===== config.mk =====
export PLATFORM = sky130hd
export DESIGN_NAME = wp_qualifier
export DESIGN_NICKNAME = d
export VERILOG_FILES = /design/src/rtl/wpq_pkg.sv /design/src/rtl/wpq_ctrl.sv /design/src/rtl/wpq_bpcmp.sv /design/src/rtl/wpq_datapath.sv /design/src/rtl/wp_qualifier.sv
export SDC_FILE = /design/constraint.sdc
export NUM_CORES = 1
export LEC_CHECK = 0
export BUFFER_PORTS_ARGS = -buffer_cell sky130_fd_sc_hd__buf_2
export CORE_AREA = 2 2 473 475
export CTS_CLUSTER_SIZE = 24
export DETAILED_ROUTE_END_ITERATION = 12
export DIE_AREA = 0 0 475 477
export SLEW_MARGIN = 0
export SYNTH_ARGS = -nofsm -noshare
export SYNTH_HDL_FRONTEND = slang
export SYNTH_SLANG_ARGS = --single-unit

===== constraint.sdc =====
create_clock -name clk -period 0.8 [get_ports clk]
set_input_delay 0.16 -clock clk [delete_from_list [all_inputs] [get_ports clk]]
set_output_delay 0.16 -clock clk [all_outputs]
set_load 0.01 [all_outputs]

===== src/rtl/wpq_pkg.sv =====
package wpq_pkg;

  localparam int WORD_W   = 32;
  localparam int LINK_W   = 4;
  localparam int LINK_SPAN = 1 << LINK_W;

  // watchpoint control word field positions
  localparam int WC_EN    = 0;
  localparam int WC_PAC_LO = 1;
  localparam int WC_HMC   = 13;
  localparam int WC_SSC_LO = 14;
  localparam int WC_LBN_LO = 16;
  localparam int WC_WT    = 20;

  // breakpoint control word field positions
  localparam int BC_EN    = 0;
  localparam int BC_BT_LO = 20;

  // debug id word field positions
  localparam int DID_CTX_LO = 20;
  localparam int DID_BRP_LO = 24;

  localparam logic [3:0] BT_LINKED_CTX = 4'd3;

  typedef struct packed {
    logic              slotEn;
    logic              secPass;
    logic              lvlPass;
    logic              linked;
    logic [LINK_W-1:0] linkIdx;
  } slot_strobe_t;

endpackage


===== src/rtl/wpq_ctrl.sv =====
module wpq_ctrl
  import wpq_pkg::*;
#(
  parameter int NUM_WP = 4
) (
  input  logic [NUM_WP*WORD_W-1:0] wpCtrl,
  input  logic [1:0]               curLevel,
  input  logic                     secureState,
  output slot_strobe_t [NUM_WP-1:0] strobes
);

  for (genvar i = 0; i < NUM_WP; i++) begin : gSlot
    logic [WORD_W-1:0] cw;
    logic [1:0]        pac;
    logic [1:0]        ssc;
    logic              hmc;
    logic              secOk;
    logic              lvlOk;
    logic              unusedCw;

    assign cw  = wpCtrl[i*WORD_W +: WORD_W];
    assign pac = cw[WC_PAC_LO +: 2];
    assign ssc = cw[WC_SSC_LO +: 2];
    assign hmc = cw[WC_HMC];
    assign unusedCw = ^{cw[WORD_W-1:WC_WT+1], cw[WC_HMC-1:WC_PAC_LO+2]};

    always_comb begin
      unique case (ssc)
        2'd0:    secOk = 1'b1;
        2'd2:    secOk = secureState;
        default: secOk = !secureState;
      endcase
    end

    always_comb begin
      unique case (curLevel)
        2'd0:    lvlOk = pac[1];
        2'd1:    lvlOk = pac[0];
        default: lvlOk = hmc;
      endcase
    end

    assign strobes[i].slotEn  = cw[WC_EN];
    assign strobes[i].secPass = secOk;
    assign strobes[i].lvlPass = lvlOk;
    assign strobes[i].linked  = cw[WC_WT];
    assign strobes[i].linkIdx = cw[WC_LBN_LO +: LINK_W];
  end

endmodule


===== src/rtl/wpq_bpcmp.sv =====
module wpq_bpcmp
  import wpq_pkg::*;
#(
  parameter int NUM_BP = 16
) (
  input  logic [NUM_BP*WORD_W-1:0] bpCtrl,
  input  logic [NUM_BP*WORD_W-1:0] bpValue,
  input  logic [WORD_W-1:0]        debugId,
  input  logic [1:0]               curLevel,
  input  logic [WORD_W-1:0]        contextId,
  output logic [NUM_BP-1:0]        bpPass
);

  localparam int SUM_W = LINK_W + 1;

  logic [LINK_W-1:0] brpTop;
  logic [LINK_W-1:0] ctxCnt;
  logic              lowLevel;
  logic              unusedId;

  assign brpTop   = debugId[DID_BRP_LO +: LINK_W];
  assign ctxCnt   = debugId[DID_CTX_LO +: LINK_W];
  assign lowLevel = (curLevel <= 2'd1);
  assign unusedId = ^{debugId[WORD_W-1:DID_BRP_LO+LINK_W], debugId[DID_CTX_LO-1:0]};

  for (genvar b = 0; b < NUM_BP; b++) begin : gBp
    localparam logic [SUM_W-1:0] IDX = SUM_W'(b);
    logic [WORD_W-1:0] bc;
    logic [WORD_W-1:0] bv;
    logic              inWindow;
    logic              typeOk;
    logic              unusedBc;

    assign bc = bpCtrl[b*WORD_W +: WORD_W];
    assign bv = bpValue[b*WORD_W +: WORD_W];
    assign unusedBc = ^{bc[WORD_W-1:BC_BT_LO+4], bc[BC_BT_LO-1:BC_EN+1]};

    // index must lie in [brpTop - ctxCnt, brpTop]
    assign inWindow = (IDX <= {1'b0, brpTop}) &&
                      ((IDX + {1'b0, ctxCnt}) >= {1'b0, brpTop});
    assign typeOk   = (bc[BC_BT_LO +: 4] == BT_LINKED_CTX);

    assign bpPass[b] = inWindow && bc[BC_EN] && typeOk && lowLevel &&
                       (bv == contextId);
  end

endmodule


===== src/rtl/wpq_datapath.sv =====
module wpq_datapath
  import wpq_pkg::*;
#(
  parameter int NUM_WP = 4,
  parameter int NUM_BP = 16
) (
  input  logic                      clk,
  input  logic                      rst_n,
  input  logic [NUM_WP-1:0]         rawHit,
  input  slot_strobe_t [NUM_WP-1:0] strobes,
  input  logic [NUM_BP-1:0]         bpPass,
  input  logic [1:0]                curLevel,
  output logic [NUM_WP-1:0]         qualMatch
);

  logic [LINK_SPAN-1:0] bpPad;
  logic [NUM_WP-1:0]    linkOk;
  logic [NUM_WP-1:0]    nextMatch;

  // indices past the implemented comparators read as failing
  always_comb begin
    bpPad = '0;
    for (int b = 0; b < NUM_BP; b++) bpPad[b] = bpPass[b];
  end

  for (genvar i = 0; i < NUM_WP; i++) begin : gSlot
    assign linkOk[i]    = !strobes[i].linked || bpPad[strobes[i].linkIdx];
    assign nextMatch[i] = rawHit[i] && strobes[i].slotEn && strobes[i].secPass &&
                          strobes[i].lvlPass && linkOk[i];

    AST_NEEDS_RAW_HIT: assert property (@(posedge clk) disable iff (!rst_n)
      qualMatch[i] |-> $past(rawHit[i]));
    AST_NEEDS_ENABLE: assert property (@(posedge clk) disable iff (!rst_n)
      qualMatch[i] |-> $past(strobes[i].slotEn));
    AST_SECURITY_GATE: assert property (@(posedge clk) disable iff (!rst_n)
      qualMatch[i] |-> $past(strobes[i].secPass));
    AST_LEVEL_GATE: assert property (@(posedge clk) disable iff (!rst_n)
      qualMatch[i] |-> $past(strobes[i].lvlPass));
    AST_LINK_GATE: assert property (@(posedge clk) disable iff (!rst_n)
      (qualMatch[i] && $past(strobes[i].linked)) |-> $past(linkOk[i]));
    AST_LINK_LOW_LEVEL: assert property (@(posedge clk) disable iff (!rst_n)
      (qualMatch[i] && $past(strobes[i].linked)) |-> ($past(curLevel) <= 2'd1));
  end

  always_ff @(posedge clk or negedge rst_n) begin
    if (!rst_n) qualMatch <= '0;
    else        qualMatch <= nextMatch;
  end

endmodule


===== src/rtl/wp_qualifier.sv =====
module wp_qualifier
  import wpq_pkg::*;
#(
  parameter int NUM_WP = 4,
  parameter int NUM_BP = 16
) (
  input  logic                     clk,
  input  logic                     rst_n,
  input  logic [NUM_WP-1:0]        rawHit,
  input  logic [NUM_WP*WORD_W-1:0] wpCtrl,
  input  logic [NUM_BP*WORD_W-1:0] bpCtrl,
  input  logic [NUM_BP*WORD_W-1:0] bpValue,
  input  logic [WORD_W-1:0]        debugId,
  input  logic [1:0]               curLevel,
  input  logic                     secureState,
  input  logic [WORD_W-1:0]        contextId,
  output logic [NUM_WP-1:0]        qualMatch
);

  slot_strobe_t [NUM_WP-1:0] strobes;
  logic [NUM_BP-1:0]         bpPass;

  wpq_ctrl #(.NUM_WP(NUM_WP)) uCtrl (
    .wpCtrl     (wpCtrl),
    .curLevel   (curLevel),
    .secureState(secureState),
    .strobes    (strobes)
  );

  wpq_bpcmp #(.NUM_BP(NUM_BP)) uBpCmp (
    .bpCtrl   (bpCtrl),
    .bpValue  (bpValue),
    .debugId  (debugId),
    .curLevel (curLevel),
    .contextId(contextId),
    .bpPass   (bpPass)
  );

  wpq_datapath #(.NUM_WP(NUM_WP), .NUM_BP(NUM_BP)) uData (
    .clk      (clk),
    .rst_n    (rst_n),
    .rawHit   (rawHit),
    .strobes  (strobes),
    .bpPass   (bpPass),
    .curLevel (curLevel),
    .qualMatch(qualMatch)
  );

endmodule


Yosys cells after proc, flatten, opt, wreduce, memory -nomap -nowiden

Index checks and enable logic that the tools add are counted.

Output and inout port bits: 4
Register bits after elaboration: 4
Word-level logic and storage cells: 214
Bits of input ports: 1225

Mux-type cells: 16
Magnitude comparators: 36
Equal/unequal tests: 37
Reduce and logical (&&, ||, !) cells: 109
$add $sub $neg: 15

Operator list:

| kind                  | count |
|---|---|
| $eq A32 B32 Y1        | 16 |
| $logic_and A1 B1 Y1   | 95 |
| $ge A5 B4 Y1          | 15 |
| $eq A4 B2 Y1 const B  | 16 |
| $add A4 B4 Y5 const A | 8 |
| $le A4 B4 Y1 const A  | 8 |
| $add A3 B4 Y5 const A | 4 |
| $lt A4 B5 Y1 const B  | 4 |
| $bmux W1 S4           | 4 |
| $le A3 B4 Y1 const A  | 4 |
| $pmux W1 S2           | 8 |
| $add A2 B4 Y5 const A | 2 |
| $logic_not A2 Y1      | 5 |
| $eq A2 B2 Y1 const B  | 4 |
| $le A2 B4 Y1 const A  | 2 |
| $add A1 B4 Y5 const A | 1 |
| $logic_not A1 Y1      | 5 |
| $ge A4 B4 Y1          | 1 |
| $le A1 B4 Y1 const A  | 1 |
| $logic_or A1 B1 Y1    | 4 |
| $mux W1               | 4 |
| $eq A2 B1 Y1 const B  | 1 |
| $le A2 B1 Y1 const B  | 1 |

Longest topological paths before layout

Gate-level depths: netlist (run 1).

Depth in word-level cells: 11
Depth in mapped cells: 14
Mapped depth without buffers: 14

By module

A second synthesis (run 1) with hierarchy kept.

Cells, all modules: 1056
Area total of the unflattened synthesis: 8375.5 sq um

Modules (own cells, without submodules):

| module       | instances | cells each | area an instance (sq um) | seq. area each (sq um) |
|---|---|---|---|---|
| wpq_bpcmp    | 1         | 930        | 7223.2                   | 0.0 |
| wpq_datapath | 1         | 72         | 764.5                    | 100.1 |
| wpq_ctrl     | 1         | 54         | 387.9                    | 0.0 |

Worst setup path before layout (run 1)

OpenSTA, ideal clock, no wires.

Kind: input to register
Start point: in debugId[20]
End point: reg uData.qualMatch[2]
Required time: 724 ps
Buffers on the path: 0
Slack: -1681 ps
Setup time: 76 ps
Cell stages on the path: 12
Arrival time: 2405 ps
Cell sequence: ha_1 xor2_1 inv_1 ha_1 nand2_1 o21ai_0 a21oi_1 or4_4 a2111oi_0 o211a_1 nor3_1 o21ai_1

Cells in the longest elaborated chain, start to end: 11
Elaborated cells on any way between the ends: 114
Classes of those cells: 15 x add/sub; 16 x order compare; 2 x mux; 81 x reduce/logical

RTL lines:

| item                                  | RTL line           | text |
|---|---|---|
| start: declaration                    | wp_qualifier.sv:13 | `input logic [WORD_W-1:0] debugId,` |
| $add A1 B4 Y5 (tied with other cells) | wpq_bpcmp.sv:40    | `((IDX + {1'b0, ctxCnt}) >= {1'b0, brpTop});` |
| $ge A5 B4 Y1                          | wpq_bpcmp.sv:40    |  |
| $logic_and A1 B1 Y1                   | wpq_bpcmp.sv:39    | `assign inWindow = (IDX <= {1'b0, brpTop}) &&` |
| $logic_and A1 B1 Y1 (4 in series)     | wpq_bpcmp.sv:43    | `assign bpPass[b] = inWindow && bc[BC_EN] && typeOk && lowLevel &&` |
| $bmux W1 S4 (*)                       | wpq_datapath.sv:27 | `assign linkOk[i] = !strobes[i].linked \|\| bpPad[strobes[i].linkIdx];` |
| $mux W1 (not written as such) (*)     | wpq_datapath.sv:27 |  |
| $logic_or A1 B1 Y1 (*)                | wpq_datapath.sv:27 |  |
| $logic_and A1 B1 Y1 (*)               | wpq_datapath.sv:29 | `strobes[i].lvlPass && linkOk[i];` |
| net uData.nextMatch[2]                | wpq_datapath.sv:18 | `logic [NUM_WP-1:0] nextMatch;` |
| end signal: assignment                | wpq_datapath.sv:47 | `else qualMatch <= nextMatch;` |
| end: declaration                      | wpq_datapath.sv:13 | `output logic [NUM_WP-1:0] qualMatch` |

Mark *: on every way through the listed nets, which the timed path passes. The rest lies on a longest branch. The select of a mux whose other input is x is not followed.

Worst setup path in the final report (run 1)

Start point: in contextId[21]
End point: reg uData.qualMatch[1]

Cells in the longest elaborated chain, start to end: 6
Elaborated cells on any way between the ends: 36
Classes of those cells: 16 x eq/ne; 2 x mux; 18 x reduce/logical

RTL lines:

| item                              | RTL line           | text |
|---|---|---|
| start: declaration                | wp_qualifier.sv:16 | `input logic [WORD_W-1:0] contextId,` |
| $eq A32 B32 Y1                    | wpq_bpcmp.sv:44    | `(bv == contextId);` |
| $logic_and A1 B1 Y1               | wpq_bpcmp.sv:43    |  |
| $bmux W1 S4 (*)                   | wpq_datapath.sv:27 |  |
| $mux W1 (not written as such) (*) | wpq_datapath.sv:27 |  |
| $logic_or A1 B1 Y1 (*)            | wpq_datapath.sv:27 |  |
| $logic_and A1 B1 Y1 (*)           | wpq_datapath.sv:29 |  |
| net uData.nextMatch[1]            | wpq_datapath.sv:18 |  |

Marked as above.

==> results of run 1 <==
Yosys cell counts, drive strengths merged (11+ instances only):
library cell	number	area, µm²
a21oi	22	110
buf	68	425
ha	42	526
inv	27	101
mux2i	12	120
nand2	40	150
nand3	30	150
nand4	57	357
nor2	18	67.6
nor3	29	145
nor3b	11	82.6
nor4	95	613
o21ai	18	90.1
or4	12	105
xnor2	163	1430
xor2	357	3130
metrics by stage:
| step | cells | hold slack [ps] | util, % | setup slack [ps] | instance area (µm²) |
|---|---|---|---|---|---|
| floorplan | 1092 | -136 | - | -1530 | 8510 |
| global placement | 4973 | -26.2 | 8.12 | -3110 | 18000 |
| detailed placement | 4973 | -28.8 | 8.12 | -3050 | 18000 |
| CTS | 4996 | 224 | 8.62 | -1830 | 19100 |
| global route | 5008 | 241 | 8.70 | -1920 | 19300 |
| finish | 5017 | 226 | 8.72 | -1860 | 19300 |
metal layers:
metal | vias to the layer above | global-route usage [%] | wire [µm]
li1 | 5701 | - | -
met1 | 5716 | 13.4 | 53100
met5 | - | 0 | 232
met3 | 174 | 1.93 | 8640
met2 | 862 | 14.0 | 45900
met4 | 36 | 1.92 | 2600
cell usage in the layout (no fill, tap or decap), types with 4 or more instances in the layout:
cell,synthesis,final
o21ai_1,5,4
buf_8,0,8
o21ai_0,13,8
nand4_1,57,57
nor2b_1,4,4
a21oi_1,22,15
xor2_2,0,7
ha_1,42,33
nand4b_1,7,7
nor3_2,0,7
a211o_1,6,6
dfrtp_1,4,4
buf_6,9,27
buf_2,43,664
a21oi_4,0,4
o21ai_2,0,4
nor4_1,92,58
mux2i_1,12,12
buf_12,0,47
buf_4,13,258
xor2_1,357,349
inv_1,27,22
nor4_2,3,27
ha_4,0,5
diode_2,0,17
or4_4,4,12
nor4_4,0,10
nand2_1,40,39
nor2_1,18,17
a31oi_1,7,6
xnor2_2,0,9
nand3_1,30,27
nor3_1,29,21
xnor2_1,163,154
ha_2,0,4
nor3b_1,11,10
area by class of cell:
cell class	instances	share of cell area [%]
timing repair buffer	1006	34.4
inverter	27	0.584
clock buffer	3	0.389
antenna	17	0.220
multi-input combinational	985	44.6
sequential	4	0.519
tap	2975	19.3
cell families (layout without fill, tap and decap cells):
logic type | count (synthesis) | count (layout)
AO/OA/AOI/OAI | 85 | 85
XOR/XNOR | 520 | 520
adder cells (fa/ha/maj) | 43 | 43
buffers and inverters | 103 | 1036
flip-flops | 4 | 4
multiplexers | 18 | 18
other | 0 | 17
AND/OR/NAND/NOR | 319 | 319
repair_timing:
| action | 4_1_cts | 5_1_grt |
|---|---|---|
| hold buffers | 1 | 0 |
| endpoints found under the setup margin | 8 | 8 |
| pin swaps | 62 | 21 |
| gates resized for setup | 162 | 32 |
| endpoints found under the hold margin | 4 | 0 |
| gates cloned | 0 | 0 |
| buffers inserted | 25 | 4 |
report_power, final:
group	switching (mW)	internal (mW)	total, mW	leakage (nW)
sequential	0.00764	0.210	0.218	0.0552
clock	0.143	0.639	0.782	0.0371
combinational	5.38	4.52	9.90	7.61
worst max-delay path by stage:
| stage | from | depth (start not counted) | end |
|---|---|---|---|
| 2_1_floorplan | debugId[22] | 11 | uData.qualMatch[0] |
| 3_3_place_gp | curLevel[1] | 11 | uData.qualMatch[1] |
| 3_5_place_dp | curLevel[1] | 11 | uData.qualMatch[1] |
| 4_1_cts | contextId[23] | 11 | uData.qualMatch[3] |
| 5_1_grt | contextId[21] | 13 | uData.qualMatch[1] |
| 6_report | contextId[21] | 13 | uData.qualMatch[1] |
==> key figures, run 1 <==
Run status
  – Failing checks: setup timing
  – Outcome: finished, violations left

Worst setup path
  – Critical path's slowest cell: nor4_4
  – Worst Path Arrival: 2810 ps
  – Largest stage delay, worst path: 380 ps
  – CP max FO: 6
  – Worst Setup Start Kind: primary input
  – Most frequent CP cell: buf_4
  – WP buf/inv: 5
  – Crit path kind: primary input to flip-flop
  – CP required: 950 ps
  – Largest delay share family, worst path: simple AND/OR/NAND/NOR gates
  – CP endpoint kind: flip-flop
  – Worst-path cell chain: buf_4, buf_6, buf_12, xnor2_2, nand4_1, buf_4, nor4_4, buf_4, nand4b_1, or3_1, a31oi_1, a31oi_2, o21ai_1

Yosys
  – Synth warn: 0
  – #FFs+latches synth: 4
  – Mapped Cells: 1,092
  – Compound-Gate Fraction of Synth Area: 6.79%
  – Synth Area in Adders: 6.48%
  – Ys flop type: dfrtp_1
  – XOR/XNOR share of the synthesized area: 54.1%
  – Largest family of logic cells by synthesized area: XOR/XNOR gates
  – Cell variety after synth: 59
  – Cell Area, Synth: 8420 µm²
  – Post-synthesis simple-gate area fraction: 22.2%
  – Post-synthesis sequential area ratio: 1.19%
  – Mean Syn Cell Area: 7.71 µm²
  – Syn Nets: 2,360
  – Mux share of post-synthesis cell area: 2.63%
  – Ys async rst share: 100%
  – EDFF count, synth: 0

Timing
  – Actual slew at the worst max-slew pin: 1070 ps
  – Max_slew headroom: 28.4%
  – Final min period: 2660 ps
  – Fin crit share: 333%
  – Slew Limit Fails: 0
  – Fin. Hold Viols: 0
  – Unrepaired setup endpoints after global routing: yes
  – Setup ws final: -1860 ps
  – Max Freq: 376 MHz
  – Final setup fails: 8
  – Setup TNS: -7860 ps

Job
  – Max Cap Violations: 0

Floorplan
  – Io pins: 1,229
  – Core area: 221,000 µm²
  – # rows: 173
  – Die boundary width: 475 µm
  – Initial Utilization: 3.80%
  – Die area: 227,000 µm²
  – Die height: 477 µm

Min path
  – Hold Startpoint: wpCtrl[51]
  – Hold Path Depth: 3
  – Hold EP: uData.qualMatch[1]
  – Hold Crit Class: primary input to flip-flop

GRT
  – GRT Total Usage: 9.27%
  – Antenna violations before repair: 86
  – Pin count of the biggest net entering global routing: 14
  – GRT overflow: 0
  – Number of global-route vias before repair: 12,700
  – First-pass GRT wire length: 134,000 µm

Clock network
  – H-tree levels: 1
  – Clock-pin slew on the worst setup and hold paths: 30 ps
  – Clock Path Buffers: 2
  – Clock sink count: 4
  – Root Buffer: clkbuf_16
  – CTS tree: yes
  – CTS buffer count: 3

Drt
  – Remaining DRCs: 0
  – DR vias/cell: 2.49
  – Post-Route WL: 110,000 µm
  – Vias: 12,500
  – DRT iter0 DRCs: 784
  – Final ANT Viol Nets: 0
  – Pre-antenna DRT Iters: 6
  – Wire per inst: 22.0 µm

Placed design
  – Final HPWL DP: 103,000 µm
  – IO buf count: 688
  – RD Place Congestion: 0.915

Power
  – Peak VDD IR: 0.000457 V
  – Power density cells: 565 nW/µm²
  – Leak: 7.70 nW
  – Tot Pwr: 10.9 mW

Final layout
  – Layout area overhead: 129%
  – Register area: 100 µm²
  – Top flop regs: uData.qualMatch x4
  – Layout cell share with drive strength beyond 1: 56.1%
  – Layout fillers: 26,000
  – Total Nets Final: 3,295
  – Multi-input logic area: 8600 µm²
  – Most flops, register: uData.qualMatch
  – Max FFs per register: 4
No activity file was read; power rests on OpenSTA's default activity.
==> inputs of run 2 (changes only) <==
CORE_AREA = 2 2 481 483   (was 2 2 473 475)
DIE_AREA = 0 0 483 485   (was 0 0 475 477)
clock period = 2.75 ns   (was 0.8 ns; I/O delays follow)
==> key figures, run 2 (same netlist as run 1, synthesis figures left out) <==
Power
  – Leak: 7.54 nW
  – Peak VDD IR: 0.000185 V
  – Tot Pwr: 3.06 mW
  – Power density cells: 162 nW/µm²

Worst setup path
  – Largest stage delay, worst path: 670 ps
  – Worst-path cell chain: buf_2, buf_8, xor2_1, nor4_1, nand3_2, or4_4, mux4_2, nor2_2, a21oi_1, o21ai_1
  – CP required: 2880 ps
  – CP endpoint kind: flip-flop
  – CP max FO: 5
  – Crit path kind: primary input to flip-flop
  – Worst Path Arrival: 3490 ps
  – Critical path's slowest cell: or4_4
  – Worst Setup Start Kind: primary input

Final layout
  – Commonest cells after routing, fill and taps aside: buf_2, xor2_1, buf_4, xnor2_1, nor4_1
  – Most flops, register: uData.qualMatch
  – Max FFs per register: 4
  – Design area: 18,900 µm²
  – Layout cell share with drive strength beyond 1: 53.2%
  – Total Nets Final: 3,284
  – Top flop regs: uData.qualMatch x4
  – Final core occ: 8.24%
  – Layout area overhead: 124%
  – Most common cell after layout, fill and taps aside: buf_2

Drt
  – Post-Route WL: 114,000 µm
  – Remaining DRCs: 0
  – Vias: 12,500
  – DR vias/cell: 2.47
  – Final ANT Viol Nets: 0
  – DRT iter0 DRCs: 778
  – Pre-antenna DRT Iters: 5
  – Wire per inst: 22.5 µm

Clock network
  – Post-CTS Hold Buffers: 0
  – CTS buffer count: 3
  – Root Buffer: clkbuf_16
  – H-tree levels: 1
  – Clock Path Buffers: 2
  – CTS tree: yes
  – Clock sink count: 4
  – Clock-pin slew on the worst setup and hold paths: 30 ps

Timing
  – Unrepaired setup endpoints after global routing: yes
  – Fin. Hold Viols: 0
  – Final setup fails: 4
  – Hold WS: 128 ps
  – Slew Limit Fails: 0
  – Actual slew at the worst max-slew pin: 713 ps
  – Final min period: 3360 ps
  – Setup ws final: -610 ps
  – Fin crit share: 122%
  – Setup TNS: -2130 ps
  – Max_slew headroom: 52.2%
  – Max Freq: 298 MHz

GRT
  – First-pass GRT wire length: 140,000 µm
  – GRT overflow: 0
  – Pin count of the biggest net entering global routing: 15
  – GRT Total Usage: 9.33%
  – Number of global-route vias before repair: 12,900
  – Antenna violations before repair: 97

Placed design
  – Placed Area: 17,900 µm²
  – Final HPWL DP: 107,000 µm
  – RD Place Congestion: 0.921
  – IO buf count: 688

Floorplan
  – # rows: 176
  – Io pins: 1,229
  – Initial Utilization: 3.68%
  – Die boundary width: 483 µm
  – Die area: 234,000 µm²
  – Die height: 485 µm
  – Core area: 229,000 µm²

Job
  – Max Cap Violations: 0

Min path
  – Hold Crit Class: primary input to asynchronous set/reset pin

Run status
  – Outcome: finished, violations left
  – Failing checks: setup timing
==> run 2: cell types whose count changed in the layout (fill, tap and decap cells not counted), moves of 9 or more <==
cell | previous run | this run
diode_2 | 17 | 26
buf_2 | 664 | 679
nor4_1 | 58 | 72
buf_4 | 258 | 237
==> run 2: what timing repair did <==
action | 4_1_cts | 5_1_grt
pin swaps | 26 | 15
hold endpoints to repair | 0 | 0
buffers inserted | 10 | 12
gates resized for setup | 77 | 47
endpoints found under the setup margin | 4 | 4
==> run 2: area by class of cell <==
class / count / area (µm²)
inverters: 27 / 105
fillers: 27000 / 210000
repair buffers: 995 / 6540
diodes: 26 / 65.1
well taps: 3026 / 3790
clock buffers: 3 / 75.1
multi-input cells: 985 / 8190
flip-flops and latches: 4 / 100
==> run 2: layer usage <==
layer	global-route usage, %	vias to the layer above	part of all wire [%]
li1	-	5695	-
met1	13.5	5688	48
met2	14.2	891	42
met3	1.62	209	7.4
met4	2.17	24	3.3
met5	0	-	0.14
==> run 2: stage by stage <==
stage               setup WS [ps]  std cells
floorplan                    4.78       1092
global placement            -1480       5017
detailed placement          -1460       5017
CTS                          -646       5029
global route                 -580       5049
finish                       -610       5066
==> run 2: worst max path at each step <==
| stage | start | end | slack [ps] | cells past startpoint |
|---|---|---|---|---|
| after floorplan | debugId[22] | uData.qualMatch[0] | 5 | 11 |
| after global placement | debugId[21] | uData.qualMatch[3] | -1480 | 14 |
| after detailed placement | debugId[21] | uData.qualMatch[3] | -1460 | 14 |
| after CTS | curLevel[1] | uData.qualMatch[2] | -650 | 11 |
| after global routing | contextId[6] | uData.qualMatch[2] | -580 | 12 |
| final | contextId[7] | uData.qualMatch[2] | -610 | 10 |
==> run 2: critical path, delay by kind of cell <==
| family | cells | cell delay [ps] |
|---|---|---|
| compound gates | 2 | 250 |
| xor+xnor | 1 | 170 |
| buf+inv | 2 | 340 |
| mux | 1 | 490 |
| simple gates | 4 | 1650 |
==> run 2: where the power goes <==
group | switching (mW) | internal, mW | leakage [nW] | total [mW]
logic | 1.52 | 1.25 | 7.45 | 2.77
registers | 0.000832 | 0.0610 | 0.0552 | 0.0619
clock network | 0.0398 | 0.186 | 0.0371 | 0.225
total | 1.56 | 1.50 | 7.54 | 3.06
